**src/rtl/frs_pkg.sv**
```systemverilog
package frs_pkg;
  typedef enum logic [2:0] {
    ST_IDLE,
    ST_SEL,
    ST_LOAD,
    ST_START,
    ST_WAIT,
    ST_DRAIN,
    ST_DESEL
  } frs_state_e;
endpackage

```
**src/rtl/frs_hdr_mux.sv**
```systemverilog
module frs_hdr_mux #(
  parameter int ADDR_BYTES = 3,
  parameter int IDX_W      = 3
) (
  input  logic [7:0]              opcode,
  input  logic [8*ADDR_BYTES-1:0] addr,
  input  logic [IDX_W-1:0]        idx,
  output logic [7:0]              hdr_byte
);
  // index 0 selects the opcode, index k selects address byte k counted from the top
  always_comb begin
    hdr_byte = opcode;
    for (int k = 1; k <= ADDR_BYTES; k++) begin
      if (idx == IDX_W'(k)) begin
        hdr_byte = addr[8*(ADDR_BYTES-k) +: 8];
      end
    end
  end
endmodule

```
**src/rtl/frs_count.sv**
```systemverilog
module frs_count #(
  parameter int W = 16
) (
  input  logic         clk,
  input  logic         rst_n,
  input  logic         load,
  input  logic [W-1:0] load_val,
  input  logic         dec,
  output logic         is_zero,
  output logic         is_one
);
  logic [W-1:0] cnt_q;
  logic [W-1:0] cnt_d;
  logic         cnt_en;

  always_comb begin
    cnt_en = load | dec;
    cnt_d  = cnt_q;
    if (load) begin
      cnt_d = load_val;
    end else if (dec) begin
      cnt_d = cnt_q - W'(1);
    end
  end

  always_ff @(posedge clk or negedge rst_n) begin
    if (!rst_n) begin
      cnt_q <= '0;
    end else if (cnt_en) begin
      cnt_q <= cnt_d;
    end
  end

  assign is_zero = (cnt_q == '0);
  assign is_one  = (cnt_q == W'(1));

  AST_CNT_NO_UNDERFLOW: assert property (@(posedge clk) disable iff (!rst_n)
    dec |-> !is_zero);
endmodule

```
**src/rtl/frs_outbuf.sv**
```systemverilog
module frs_outbuf (
  input  logic       clk,
  input  logic       rst_n,
  input  logic       push,
  input  logic [7:0] push_byte,
  output logic       out_valid,
  input  logic       out_ready,
  output logic [7:0] out_data
);
  logic       valid_q;
  logic       valid_d;
  logic [7:0] data_q;

  always_comb begin
    valid_d = valid_q;
    if (push) begin
      valid_d = 1'b1;
    end else if (valid_q && out_ready) begin
      valid_d = 1'b0;
    end
  end

  always_ff @(posedge clk or negedge rst_n) begin
    if (!rst_n) begin
      valid_q <= 1'b0;
    end else begin
      valid_q <= valid_d;
    end
  end

  always_ff @(posedge clk or negedge rst_n) begin
    if (!rst_n) begin
      data_q <= 8'h00;
    end else if (push) begin
      data_q <= push_byte;
    end
  end

  assign out_valid = valid_q;
  assign out_data  = data_q;

  AST_OBUF_NO_OVERWRITE: assert property (@(posedge clk) disable iff (!rst_n)
    push |-> !valid_q);
  AST_OBUF_HOLD: assert property (@(posedge clk) disable iff (!rst_n)
    (valid_q && !out_ready) |=> (valid_q && $stable(data_q)));
endmodule

```
**src/rtl/frs_seq.sv**
```systemverilog
module frs_seq #(
  parameter int         CNT_W      = 16,
  parameter int         ADDR_BYTES = 3,
  parameter logic [7:0] DUMMY_BYTE = 8'h00
) (
  input  logic                    clk,
  input  logic                    rst_n,
  input  logic                    req_valid,
  input  logic [7:0]              req_opcode,
  input  logic [8*ADDR_BYTES-1:0] req_addr,
  input  logic [CNT_W-1:0]        req_count,
  output logic                    busy,
  output logic                    done,
  output logic                    out_valid,
  output logic [7:0]              out_data,
  input  logic                    out_ready,
  output logic                    eng_sel_wr,
  output logic                    eng_sel_on,
  output logic                    eng_tx_load,
  output logic [7:0]              eng_tx_byte,
  output logic                    eng_start,
  input  logic                    eng_ready,
  input  logic [7:0]              eng_rx_byte
);
  import frs_pkg::*;

  localparam int HDR_N = ADDR_BYTES + 1;
  localparam int IDX_W = $clog2(HDR_N + 1);

  // reset: asserted at once, released through two flops
  logic [1:0] rs_q;
  logic       rst_n_s;

  always_ff @(posedge clk or negedge rst_n) begin
    if (!rst_n) begin
      rs_q <= 2'b00;
    end else begin
      rs_q <= {rs_q[0], 1'b1};
    end
  end
  assign rst_n_s = rs_q[1];

  frs_state_e              state_q, state_d;
  logic [7:0]              op_q;
  logic [8*ADDR_BYTES-1:0] addr_q;
  logic [IDX_W-1:0]        idx_q, idx_d;
  logic                    idx_en;
  logic                    in_data_q, in_data_d, in_data_en;
  logic                    req_take;
  logic                    cnt_dec;
  logic                    cnt_zero, cnt_one;
  logic                    ob_push;
  logic [7:0]              hdr_byte;
  logic                    hdr_last;

  frs_hdr_mux #(.ADDR_BYTES(ADDR_BYTES), .IDX_W(IDX_W)) u_hdr (
    .opcode  (op_q),
    .addr    (addr_q),
    .idx     (idx_q),
    .hdr_byte(hdr_byte)
  );

  frs_count #(.W(CNT_W)) u_cnt (
    .clk     (clk),
    .rst_n   (rst_n_s),
    .load    (req_take),
    .load_val(req_count),
    .dec     (cnt_dec),
    .is_zero (cnt_zero),
    .is_one  (cnt_one)
  );

  frs_outbuf u_obuf (
    .clk      (clk),
    .rst_n    (rst_n_s),
    .push     (ob_push),
    .push_byte(eng_rx_byte),
    .out_valid(out_valid),
    .out_ready(out_ready),
    .out_data (out_data)
  );

  assign hdr_last = (idx_q == IDX_W'(HDR_N - 1));

  // next-state and strobe logic
  always_comb begin
    state_d     = state_q;
    req_take    = 1'b0;
    idx_en      = 1'b0;
    idx_d       = idx_q;
    in_data_en  = 1'b0;
    in_data_d   = in_data_q;
    cnt_dec     = 1'b0;
    ob_push     = 1'b0;
    eng_sel_wr  = 1'b0;
    eng_sel_on  = 1'b0;
    eng_tx_load = 1'b0;
    eng_start   = 1'b0;
    done        = 1'b0;
    unique case (state_q)
      ST_IDLE: begin
        if (req_valid) begin
          req_take   = 1'b1;
          idx_en     = 1'b1;
          idx_d      = '0;
          in_data_en = 1'b1;
          in_data_d  = 1'b0;
          state_d    = ST_SEL;
        end
      end
      ST_SEL: begin
        eng_sel_wr = 1'b1;
        eng_sel_on = 1'b1;
        state_d    = ST_LOAD;
      end
      ST_LOAD: begin
        // in the data phase a held output byte blocks the next dummy
        if (eng_ready && !(in_data_q && out_valid)) begin
          eng_tx_load = 1'b1;
          state_d     = ST_START;
        end
      end
      ST_START: begin
        if (eng_ready) begin
          eng_start = 1'b1;
          state_d   = ST_WAIT;
        end
      end
      ST_WAIT: begin
        if (eng_ready) begin
          if (in_data_q) begin
            ob_push = 1'b1;
            cnt_dec = 1'b1;
            state_d = cnt_one ? ST_DRAIN : ST_LOAD;
          end else if (hdr_last) begin
            if (cnt_zero) begin
              state_d = ST_DESEL;
            end else begin
              in_data_en = 1'b1;
              in_data_d  = 1'b1;
              state_d    = ST_LOAD;
            end
          end else begin
            idx_en  = 1'b1;
            idx_d   = idx_q + IDX_W'(1);
            state_d = ST_LOAD;
          end
        end
      end
      ST_DRAIN: begin
        if (!out_valid) begin
          state_d = ST_DESEL;
        end
      end
      ST_DESEL: begin
        eng_sel_wr = 1'b1;
        eng_sel_on = 1'b0;
        done       = 1'b1;
        state_d    = ST_IDLE;
      end
      default: state_d = ST_IDLE;
    endcase
  end

  // registers
  always_ff @(posedge clk or negedge rst_n_s) begin
    if (!rst_n_s) begin
      state_q <= ST_IDLE;
    end else begin
      state_q <= state_d;
    end
  end

  always_ff @(posedge clk or negedge rst_n_s) begin
    if (!rst_n_s) begin
      op_q   <= 8'h00;
      addr_q <= '0;
    end else if (req_take) begin
      op_q   <= req_opcode;
      addr_q <= req_addr;
    end
  end

  always_ff @(posedge clk or negedge rst_n_s) begin
    if (!rst_n_s) begin
      idx_q <= '0;
    end else if (idx_en) begin
      idx_q <= idx_d;
    end
  end

  always_ff @(posedge clk or negedge rst_n_s) begin
    if (!rst_n_s) begin
      in_data_q <= 1'b0;
    end else if (in_data_en) begin
      in_data_q <= in_data_d;
    end
  end

  assign busy        = (state_q != ST_IDLE);
  assign eng_tx_byte = in_data_q ? DUMMY_BYTE : hdr_byte;

  AST_LOAD_GATED: assert property (@(posedge clk) disable iff (!rst_n_s)
    eng_tx_load |-> eng_ready);
  AST_START_GATED: assert property (@(posedge clk) disable iff (!rst_n_s)
    eng_start |-> eng_ready);
  AST_START_AFTER_LOAD: assert property (@(posedge clk) disable iff (!rst_n_s)
    eng_start |-> $past(eng_tx_load));
  AST_DONE_SINGLE: assert property (@(posedge clk) disable iff (!rst_n_s)
    done |=> !done);
  AST_DONE_DESELECTS: assert property (@(posedge clk) disable iff (!rst_n_s)
    done |-> (eng_sel_wr && !eng_sel_on));
  AST_DONE_AFTER_DRAIN: assert property (@(posedge clk) disable iff (!rst_n_s)
    done |-> !out_valid);
  AST_NO_START_WHILE_HELD: assert property (@(posedge clk) disable iff (!rst_n_s)
    (eng_start && in_data_q) |-> !out_valid);
  AST_BUSY_UNTIL_DONE: assert property (@(posedge clk) disable iff (!rst_n_s)
    (busy && !done) |=> busy);
  AST_IDLE_QUIET: assert property (@(posedge clk) disable iff (!rst_n_s)
    !busy |-> (!eng_start && !eng_tx_load && !eng_sel_wr));
endmodule

```
**config.mk**
```make
export PLATFORM = sky130hd
export DESIGN_NAME = frs_seq
export DESIGN_NICKNAME = d
export VERILOG_FILES = /design/src/rtl/frs_pkg.sv /design/src/rtl/frs_hdr_mux.sv /design/src/rtl/frs_count.sv /design/src/rtl/frs_outbuf.sv /design/src/rtl/frs_seq.sv
export SDC_FILE = /design/constraint.sdc
export NUM_CORES = 1
export LEC_CHECK = 0
export ABC_AREA = 0
export BUFFER_PORTS_ARGS = -buffer_cell sky130_fd_sc_hd__clkbuf_2
export CAP_MARGIN = 15
export CORE_UTILIZATION = 53
export DETAILED_ROUTE_END_ITERATION = 12
export GPL_TIMING_DRIVEN = 0
export PLACE_DENSITY = 0.83
export SYNTH_ARGS = -nofsm -noshare
export SYNTH_HDL_FRONTEND = slang
export SYNTH_SLANG_ARGS = --single-unit
```
**constraint.sdc**
```tcl
create_clock -name clk -period 2.6 [get_ports clk]
set_input_delay 0 -clock clk [delete_from_list [all_inputs] [get_ports clk]]
set_output_delay 0 -clock clk [all_outputs]
set_load 0.005 [all_outputs]
```
# ---- Word level (Yosys, flattened, before mapping)
# Cells that the tools add are included.
dict set report op_classes {
  n_addsub 2
  eq_ne 17
  mux 48
  n_bitwise 1
  reduce_logical 15
}
# operator count
set op_table {}
lappend op_table {{$mux W3} 13}
lappend op_table {{$mux W16} 2}
lappend op_table {{$mux W8} 4}
lappend op_table {{$mux W1} 24}
lappend op_table {{$pmux W3 S6} 1}
lappend op_table {{$eq A16 B1 Y1 const B} 1}
lappend op_table {{$logic_not A16 Y1} 1}
lappend op_table {{$sub A16 B1 Y16 const B} 1}
lappend op_table {{$ne A2 B2 Y1 const B} 7}
lappend op_table {{$eq A3 B2 Y1 const B} 4}
lappend op_table {{$eq A3 B3 Y1 const B} 3}
lappend op_table {{$eq A3 B1 Y1 const B} 2}
lappend op_table {{$pmux W1 S2} 3}
lappend op_table {{$pmux W3 S2} 1}
lappend op_table {{$reduce_and A6 Y1} 1}
lappend op_table {{$reduce_bool A2 Y1} 3}
lappend op_table {{$reduce_and A5 Y1} 1}
lappend op_table {{$reduce_and A4 Y1} 1}
lappend op_table {{$add A3 B1 Y3 const B} 1}
lappend op_table {{$logic_and A1 B1 Y1} 3}
lappend op_table {{$logic_not A3 Y1} 1}
lappend op_table {{$reduce_bool A3 Y1} 1}
lappend op_table {{$reduce_and A2 Y1} 1}
lappend op_table {{$reduce_or A2 Y1} 1}
lappend op_table {{other kinds (2)} 2}
dict set report totals {
  regBits 66
  input_bits 61
  out_inout_bits 23
  elab_cells 92
}

# ---- Longest topological paths before layout
# Gate-level depths: netlist of run 1.
dict set report logic_depth {
  depth_word 7
  ltp_mapped 9
  ltp_nobuf 6
}

# ---- By module
# A second synthesis of run 1 with hierarchy kept.
dict set report hier_totals {
  hier_cells 373
  hier_area_um2 3483.3
}
# mod instances cells_per_inst area_each_um2 seq_area_each_um2
set modules_own_cells {}
lappend modules_own_cells {frs_seq 1 208 1815.5 1026.0}
lappend modules_own_cells {frs_count 1 106 942.2 400.4}
lappend modules_own_cells {frs_outbuf 1 20 369.1 225.2}
lappend modules_own_cells {frs_hdr_mux 1 39 356.6 0.0}

# ---- Worst setup path before layout of run 1
# OpenSTA, ideal clock, no wires.
dict set report synth_timing {
  path_kind {reg-to-reg}
  from {register u_cnt.cnt_q[8]}
  to {register state_q[1]}
  setup_ns 0.118
  t_arrival_ns 1.845
  required_ns 2.482
  path_slack_ns 0.637
  path_stages_with_launch 6
  n_path_buf 0
  synth_period_minus_slack_ns 1.963
  cell_sequence {dfrtp_1 -> or4_4 -> or4_4 -> nor3_4 -> nand3_1 -> a21o_1}
}
dict set report synth_between {
  elab_chain_cells 5
}
# element line_no
set synth_rtl {}
lappend synth_rtl {{start: declaration} frs_count.sv:12} ;# logic [W-1:0] cnt_q;
lappend synth_rtl {{start signal: assignment} frs_count.sv:30} ;# cnt_q <= cnt_d;
lappend synth_rtl {{$eq A16 B1 Y1} frs_count.sv:35} ;# assign is_one = (cnt_q == W'(1));
lappend synth_rtl {{$mux W3} frs_seq.sv:134} ;# state_d = cnt_one ? ST_DRAIN : ST_LOAD;
lappend synth_rtl {{$mux W3} frs_seq.sv:131} ;# if (in_data_q) begin
lappend synth_rtl {{$mux W3} frs_seq.sv:130} ;# if (eng_ready) begin
lappend synth_rtl {{$pmux W3 S6} frs_seq.sv:100} ;# unique case (state_q)
lappend synth_rtl {{end signal: assignment} frs_seq.sv:170} ;# state_q <= state_d;
lappend synth_rtl {{end: declaration} frs_seq.sv:43} ;# frs_state_e state_q, state_d;
# No other way between the ends. The select of a mux whose other input is x is not followed.
# A chain may end at the register's enable or synchronous reset.

# ---- Worst setup path after layout of run 1
dict set report layout_timing {
  from {register idx_q[2]}
  to {output eng_tx_byte[5]}
}
dict set report layout_between {
  elab_chain_cells 5
}
# element line_no
set layout_rtl {}
lappend layout_rtl {{start: declaration} frs_seq.sv:46} ;# logic [IDX_W-1:0] idx_q, idx_d;
lappend layout_rtl {{start signal: assignment} frs_seq.sv:188} ;# idx_q <= idx_d;
lappend layout_rtl {{$eq A3 B1 Y1} frs_hdr_mux.sv:14} ;# if (idx == IDX_W'(k)) begin
lappend layout_rtl {{$mux W8 (2 in a row)} frs_hdr_mux.sv:14}
lappend layout_rtl {{$mux W8 *} frs_hdr_mux.sv:14}
lappend layout_rtl {{$mux W8 *} frs_seq.sv:201} ;# assign eng_tx_byte = in_data_q ? DUMMY_BYTE : hdr_byte;
lappend layout_rtl {{end: declaration} frs_seq.sv:20} ;# output logic [7:0] eng_tx_byte,
# Mark *: on every way between the ends. The rest lies on a longest branch, timed or not.

==> results of run 1 <==
[synthesized netlist by cell type (3+ instances only)]
cell | count | share of area [%]
nand3_1 | 3 | 0.45
buf_2 | 3 | 0.45
nor2_1 | 8 | 0.90
o21ai_0 | 24 | 3.6
dfrtp_1 | 66 | 49
nand2_1 | 125 | 14
nand2b_1 | 8 | 1.5
nor3_1 | 9 | 1.3
clkbuf_1 | 12 | 1.3
a221oi_1 | 9 | 2.4
buf_1 | 4 | 0.45
a21oi_1 | 12 | 1.8
or3_1 | 3 | 0.56
nor2b_1 | 12 | 2.2
ha_1 | 7 | 2.6
or4_4 | 3 | 1.0
and3_1 | 9 | 1.7
mux2_2 | 8 | 2.7
inv_1 | 9 | 1.0
xnor2_1 | 12 | 3.1
[area by class of cell]
type | count | area, um^2
timing repair buffer | 144 | 1036
multi-input combinational | 282 | 1582
clock inverter | 7 | 117.6
inverter | 9 | 33.78
fill | 382 | 1297
clock buffer | 9 | 123.9
tap | 75 | 93.84
sequential | 66 | 1653
buffer | 20 | 88.84
[logic make-up (layout without fill, tap and decap cells)]
kind of cell | count (synthesis) | count (layout) | share of synthesized area [%]
DFF | 66 | 66 | 49.25
and+or+nand+nor | 194 | 194 | 27.20
adders and majority gates | 7 | 7 | 2.612
AOI/OAI and AO/OA | 58 | 58 | 10.90
buffers and inverters | 29 | 189 | 3.582
muxes | 8 | 8 | 2.687
xor gates and xnor gates | 14 | 14 | 3.657
other | 1 | 1 | 0.1118
[flip-flops by register name, summed over array words and instances, names as in the netlist]
| register | flops |
|---|---|
| addr_q | 24 |
| u_cnt.cnt_q | 16 |
| op_q | 8 |
| u_obuf.out_data | 8 |
| idx_q | 3 |
| state_q | 3 |
| rs_q | 2 |
| in_data_q | 1 |
| u_obuf.out_valid | 1 |
[worst reg2reg max path: stages (launching register included)]
cell and delay (ps):
dfrtp_1 400, clkbuf_2 220, inv_1 100, ha_1 140, clkbuf_1 390, nor3_1 130, o21ai_0 550, nand2_1 130
o31ai_1 100
[timing repair]
item / 4_1_cts / 5_1_grt
endpoints found under the hold margin: 60 / 0
hold buffers: 60 / 0
resized for setup: 1 / 3
setup buffers: 0 / 0
endpoints found under the setup margin: 5 / 7
pin swaps: 0 / 0
[per-layer routing]
layer	wire (um)	vias up	part of all wire, %
li1	-	1574	-
met5	0	-	0
met3	745	34	7.6
met2	4771	194	49
met4	263	0	2.7
met1	4021	1647	41
[power groups by stage]
| stage | Clock [mW] | Sequential (mW) | Combinational, mW |
|---|---|---|---|
| floorplan | 0 | 1.61 | 0.948 |
| global placement | 0 | 1.68 | 1.23 |
| detailed placement | 0 | 1.69 | 1.31 |
| CTS | 1.05 | 1.68 | 1.39 |
| global route | 1.10 | 1.73 | 1.60 |
| finish | 1.05 | 1.69 | 1.42 |
[worst max path at each step]
stage | from | end | slack (ps) | cells past startpoint
after floorplan | rs_q[1] | addr_q[0] | 630 | 0
after global placement | rs_q[1] | u_cnt.cnt_q[11] | -90 | 0
after detailed placement | idx_q[2] | eng_tx_byte[0] | 310 | 9
after CTS | idx_q[2] | eng_tx_byte[0] | 60 | 9
after global routing | idx_q[2] | eng_tx_byte[0] | 20 | 9
final | idx_q[2] | eng_tx_byte[5] | 130 | 9
[placed cells by master, fill, tap and decap left out, types with 2 or more instances in the layout]
master         instances
clkbuf_8               9
or2_2                  2
mux2_2                 8
nand4_1                2
buf_1                  4
clkbuf_1              10
dlygate4sd3_1         60
nor2b_1               12
and3_1                 9
a31oi_1                2
nor2_1                 8
buf_2                  4
inv_1                  9
nand2_1              125
o21ai_2                2
xor2_1                 2
a221oi_1               9
ha_1                   7
bufinv_16              3
dfrtp_1               65
a21o_1                 2
or3_1                  3
clkbuf_2              84
nand2b_1               8
a21oi_1               12
o21ai_0               24
clkinv_2               2
nand3_1                3
clkinv_4               2
o31ai_1                2
nor3_1                 9
xnor2_1               12
or4_4                  3
nor4_1                 2
==> run_results.csv, run 1 <==
group,metric,value,unit
clock_tree,clk-insertion-delay-late,340,ps
setup_path,path_buf_inv,5,
sta,drv_slew,0,
power_and_ir_drop,power_density,882.2,nW/um^2
routing,firstDrtPassIters,5,
global_routing,use_met1,40.60,%
placed_design,placed_area,3884,um^2
layout,layout.nets,600,
global_routing,grt-ovfl-total,0,
synthesis,synth_area,3353,um^2
layout,area_growth,41.01,%
sta,setup_viol,0,
synthesis,synth.net_count,445,
setup_path,reg2reg_slack,340,ps
routing,routedWlPerCell,16.01,um
setup_path,end_kind,"primary output",
outcome,status,"completed",
worst_hold_path,whs_endpoint,"state_q[0]",
sta,tightest_slew,801.4,ps
sta,hold_ws,191.6,ps
floorplanning,start_util,55.65,%
placed_design,place_ws,314.8,ps
sta,maxSlewHeadroom,46.57,%
floorplanning,chipWidth,81.54,um
sta,finalCritPeriodShare,95.14,%
setup_path,crit_type,"flop to primary output",
setup_path,cpPeakStageDelay,370,ps
synthesis,synth_cell_types,43,
global_routing,grt_pass1_vias,3405,
placed_design,hpwlAfterDp,5.921,mm
routing,vias_per_cell,5.636,
floorplanning,die_y,81.54,um
flow_run,drv_cap,0,
clock_tree,clk_path_buf_depth,2,
floorplanning,ios,84,
setup_path,path_common_cell,"clkbuf_2",
setup_path,crit_family,"buffers and inverters",
layout,fin_cells,612,
sta,skew,10.34,ps
setup_path,path_max_fanout,10,
worst_hold_path,min_path_type,"input pin to flop",
clock_tree,cts_tree,"yes",
power_and_ir_drop,internal_power,2.690,mW
sta,fin_crit,2474,ps
global_routing,grt_max_degree,35,
floorplanning,core,6026,um^2
power_and_ir_drop,ir_worst_vdd,0.5804,mV
setup_path,required,2600,ps
sta,clock.fmax,0.4043,GHz
power_and_ir_drop,power_leakage,2.329,nW
placed_design,portBuffers,83,
routing,wl,9.801,mm
global_routing,busiest_layer,"met2",
power_and_ir_drop,power_frac_comb,34.2,%
floorplanning,rows,28,
setup_path,ff2ff_path_depth,8,
synthesis,synthArstFlopShare,100.0,%
routing,drc,0,
sta,rsz0062_at_grt,"false",
layout,utilization,78.47,%
clock_tree,htreeDepth,3,
synthesis,ys_ff_latch,66,
power_and_ir_drop,p_seq_share,40.6,%
global_routing,grt_util_met3,5.667,%
global_routing,grt_use_total,31.81,%
power_and_ir_drop,fin_total_pwr,4.171,mW
synthesis,avgSynthCellArea,8.894,um^2
global_routing,grt_first_pass_wirelength,15.61,mm
power_and_ir_drop,netSwitchingFraction,35.51,%
setup_path,crit_slowest_cell,"dfrtp_1",
synthesis,synth_edf_count,0,
clock_tree,clk_pin_slew,70,ps
power_and_ir_drop,switching_power,1.481,mW
setup_path,rr_endpoint,"idx_q[2]",
setup_path,worstReg2RegStart,"idx_q[2]",
worst_hold_path,min_path_cells,4,
placed_design,place_congestion,0.8574,
clock_tree,clockRootBuffer,"clkbuf_8",
global_routing,grt_util_met2,51.83,%
clock_tree,cts_made_buffers,9,
layout,drive_above_1_share,23.84,%
floorplanning,dieArea,6649,um^2
placed_design,dp_cells,536,
routing,vias,3449,
clock_tree,clkSinkCount,66,
sta,finalHoldViolations,0,
setup_path,arrival,2470,ps
routing,antenna_left,0,
worst_hold_path,hp-start,"req_valid",
setup_path,path_cells,"clkbuf_2, inv_1, ha_1, clkbuf_1, buf_2, a221oi_1, o21ai_0, and3_1, clkbuf_2",
synthesis,synth_flop_cell,"dfrtp_1",
synthesis,synthCells,377,
sta,final.setup.tns,0,ps
layout,fin_area,4728,um^2
setup_path,cp-start-kind,"flop",
power_and_ir_drop,p_clk_share,25.2,%
routing,drt-initial-drc-count,281,
layout,diodes,0,
global_routing,antenna_found_initial,0,
synthesis,ys_warn_count,0,
sta,layout_setup_ws,126.4,ps
synthesis,ys_seq_area_share,49.25,%
No activity file was read; power rests on OpenSTA's default activity.
==> inputs of run 2 (changes only) <==
--- a/config.mk
+++ b/config.mk
@@ -12,6 +12,7 @@
 export DETAILED_ROUTE_END_ITERATION = 12
 export GPL_TIMING_DRIVEN = 0
 export PLACE_DENSITY = 0.83
+export SETUP_SLACK_MARGIN = 0.15
 export SYNTH_ARGS = -nofsm -noshare
 export SYNTH_HDL_FRONTEND = slang
 export SYNTH_SLANG_ARGS = --single-unit
==> run 2 against run 1 <==
  * Flip-flop and latch count did not move
  * Clock-buffer cell count unchanged
  * Setup slack improved by 130 ps
  * Cell count did not move
  * Global-route usage unchanged
  * Highest routed layer unchanged
  * Sequential power barely moved
  * First-iteration DRC count up 5.3%
  * Combinational power about the same
  * Register-to-register slack gained 90 ps
  * Non-clock buffer count stayed put
  * Via count about the same
  * Hold slack better by 0.70 ps
==> run_results.csv, run 2 (synthesis gave the netlist of run 1 again) <==
group,metric,value,unit
setup_path,crit_type,"flop to primary output",
placed_design,hpwlAfterDp,5.921,mm
sta,tightest_slew,800.4,ps
routing,firstDrtPassIters,5,
clock_tree,clk_path_buf_depth,2,
sta,clock.fmax,0.4263,GHz
floorplanning,chipWidth,81.54,um
sta,rsz0062_at_grt,"false",
layout,layout_commonest_cell,"nand2_1",
layout,largest_reg_flops,24,
global_routing,grt_max_degree,35,
setup_path,cpPeakStageDelay,370,ps
layout,multi_input_area,1584,um^2
power_and_ir_drop,ir_worst_vdd,0.5851,mV
setup_path,required,2600,ps
layout,nFillCells,381,
clock_tree,htreeDepth,3,
routing,vias_per_cell,5.632,
floorplanning,dieArea,6649,um^2
layout,drive_above_1_share,24.39,%
setup_path,end_kind,"primary output",
placed_design,place_congestion,0.8574,
clock_tree,clk-insertion-delay-late,340,ps
routing,antenna_left,0,
layout,regArea,1653,um^2
routing,top_layer,"met4",
routing,drc,0,
placed_design,placed_area,3884,um^2
setup_path,path_buf_inv,5,
clock_tree,clk_pin_slew,70,ps
worst_hold_path,hp-start,"req_valid",
sta,setup_viol,0,
global_routing,antenna_found_initial,0,
worst_hold_path,min_path_type,"input pin to flop",
layout,fin_area,4736,um^2
layout,layout.nets,600,
clock_tree,clkSinkCount,66,
power_and_ir_drop,power_density,881.4,nW/um^2
setup_path,path_max_fanout,10,
setup_path,path_common_cell,"clkbuf_2",
clock_tree,cts_made_buffers,9,
floorplanning,die_y,81.54,um
flow_run,drv_cap,0,
layout,final_cell_mix,"nand2_1 (125), clkbuf_2 (85), dfrtp_1 (65)",
sta,fin_crit,2346,ps
floorplanning,start_util,55.65,%
layout,area_growth,41.23,%
floorplanning,ios,84,
setup_path,reg2reg_slack,430,ps
global_routing,grt_first_pass_wirelength,15.61,mm
setup_path,crit_family,"buffers and inverters",
layout,reg_top3,"addr_q x24, u_cnt.cnt_q x16",
setup_path,ff2ff_path_depth,5,
routing,met1_length,4.057,mm
setup_path,arrival,2350,ps
placed_design,portBuffers,83,
sta,finalHoldViolations,0,
clock_tree,cts_tree,"yes",
routing,route.met2.wl,4.706,mm
routing,routed-wl-met3,720,um
routing,vias,3447,
setup_path,crit_slowest_cell,"dfrtp_1",
setup_path,worstReg2RegStart,"u_cnt.cnt_q[8]",
sta,maxSlewHeadroom,46.64,%
layout,fin_cells,612,
placed_design,dp_cells,536,
sta,drv_slew,0,
setup_path,path_cells,"clkbuf_4, inv_1, ha_1, clkbuf_2, buf_2, a221oi_1, o21ai_0, and3_1, clkbuf_2",
floorplanning,core,6026,um^2
clock_tree,clockRootBuffer,"clkbuf_8",
setup_path,cp-start-kind,"flop",
worst_hold_path,min_path_cells,4,
sta,final.setup.tns,0,ps
global_routing,grt_pass1_vias,3405,
sta,finalCritPeriodShare,90.22,%
routing,drt-initial-drc-count,296,
outcome,status,"completed",
routing,wl,9.800,mm
layout,regMostFlops,"addr_q",
global_routing,grt-ovfl-total,0,
floorplanning,rows,28,
worst_hold_path,whs_endpoint,"state_q[0]",
sta,skew,10.36,ps
routing,routedWlPerCell,16.01,um
layout,diodes,0,
global_routing,grt_use_total,31.81,%
setup_path,rr_endpoint,"state_q[1]",
power_and_ir_drop,power_leakage,2.335,nW
layout,utilization,78.59,%
==> run 2: layout make-up <==
type / count / area share, %
sequential: 66 / 34.90
clock inverter: 7 / 2.483
buffer: 20 / 1.982
multi-input combinational: 282 / 33.45
clock buffer: 9 / 2.616
inverter: 9 / 0.7133
tap: 75 / 1.982
timing repair buffer: 144 / 21.88
==> run 2: report_power, final <==
group	switching, mW	internal [mW]
Clock	0.416	0.637
Sequential	0.303	1.39
Combinational	0.764	0.664
==> run 2: layer usage <==
metal | up-vias | GRT usage, %
met2 | 200 | 51.83
met4 | 0 | 16.25
li1 | 1574 | -
met1 | 1629 | 40.60
met3 | 44 | 5.667
met5 | - | 0
==> run 2: worst max-delay path by stage <==
stage / start / to / slack, ps / cells past startpoint
3_5_place_dp: idx_q[2] / eng_tx_byte[0] / 310 / 9
3_3_place_gp: rs_q[1] / u_cnt.cnt_q[11] / -90 / 0
2_1_floorplan: rs_q[1] / addr_q[0] / 630 / 0
4_1_cts: idx_q[2] / eng_tx_byte[4] / 150 / 9
5_1_grt: idx_q[2] / eng_tx_byte[0] / 130 / 9
6_report: idx_q[2] / eng_tx_byte[4] / 250 / 9
==> run 2: worst register-to-register path, stage by stage (launching register included) <==
cell and delay, ps:
dfrtp_1 430, or4_4 570, or4_4 470, nor3_4 260
nand3_1 140, a21o_1 190
==> run 2: through the flow <==
stage | hold WS [ps] | setup WS [ps] | power (mW)
after global placement | -212.4 | -89.56 | 2.914
after CTS | 174.9 | 149.5 | 4.124
after detailed placement | -208.6 | 314.8 | 3.003
after floorplan | -295.6 | 626.1 | 2.559
after global routing | 291.5 | 131.3 | 4.430
final | 192.3 | 254.2 | 4.174
==> run 2: what timing repair did <==
action                     4_1_cts  5_1_grt
buffers inserted                 0        0
cloned                           0        0
gates resized for setup          2        8
setup endpoints to repair        8        8
hold endpoints to repair        60        0
hold buffers                    60        0
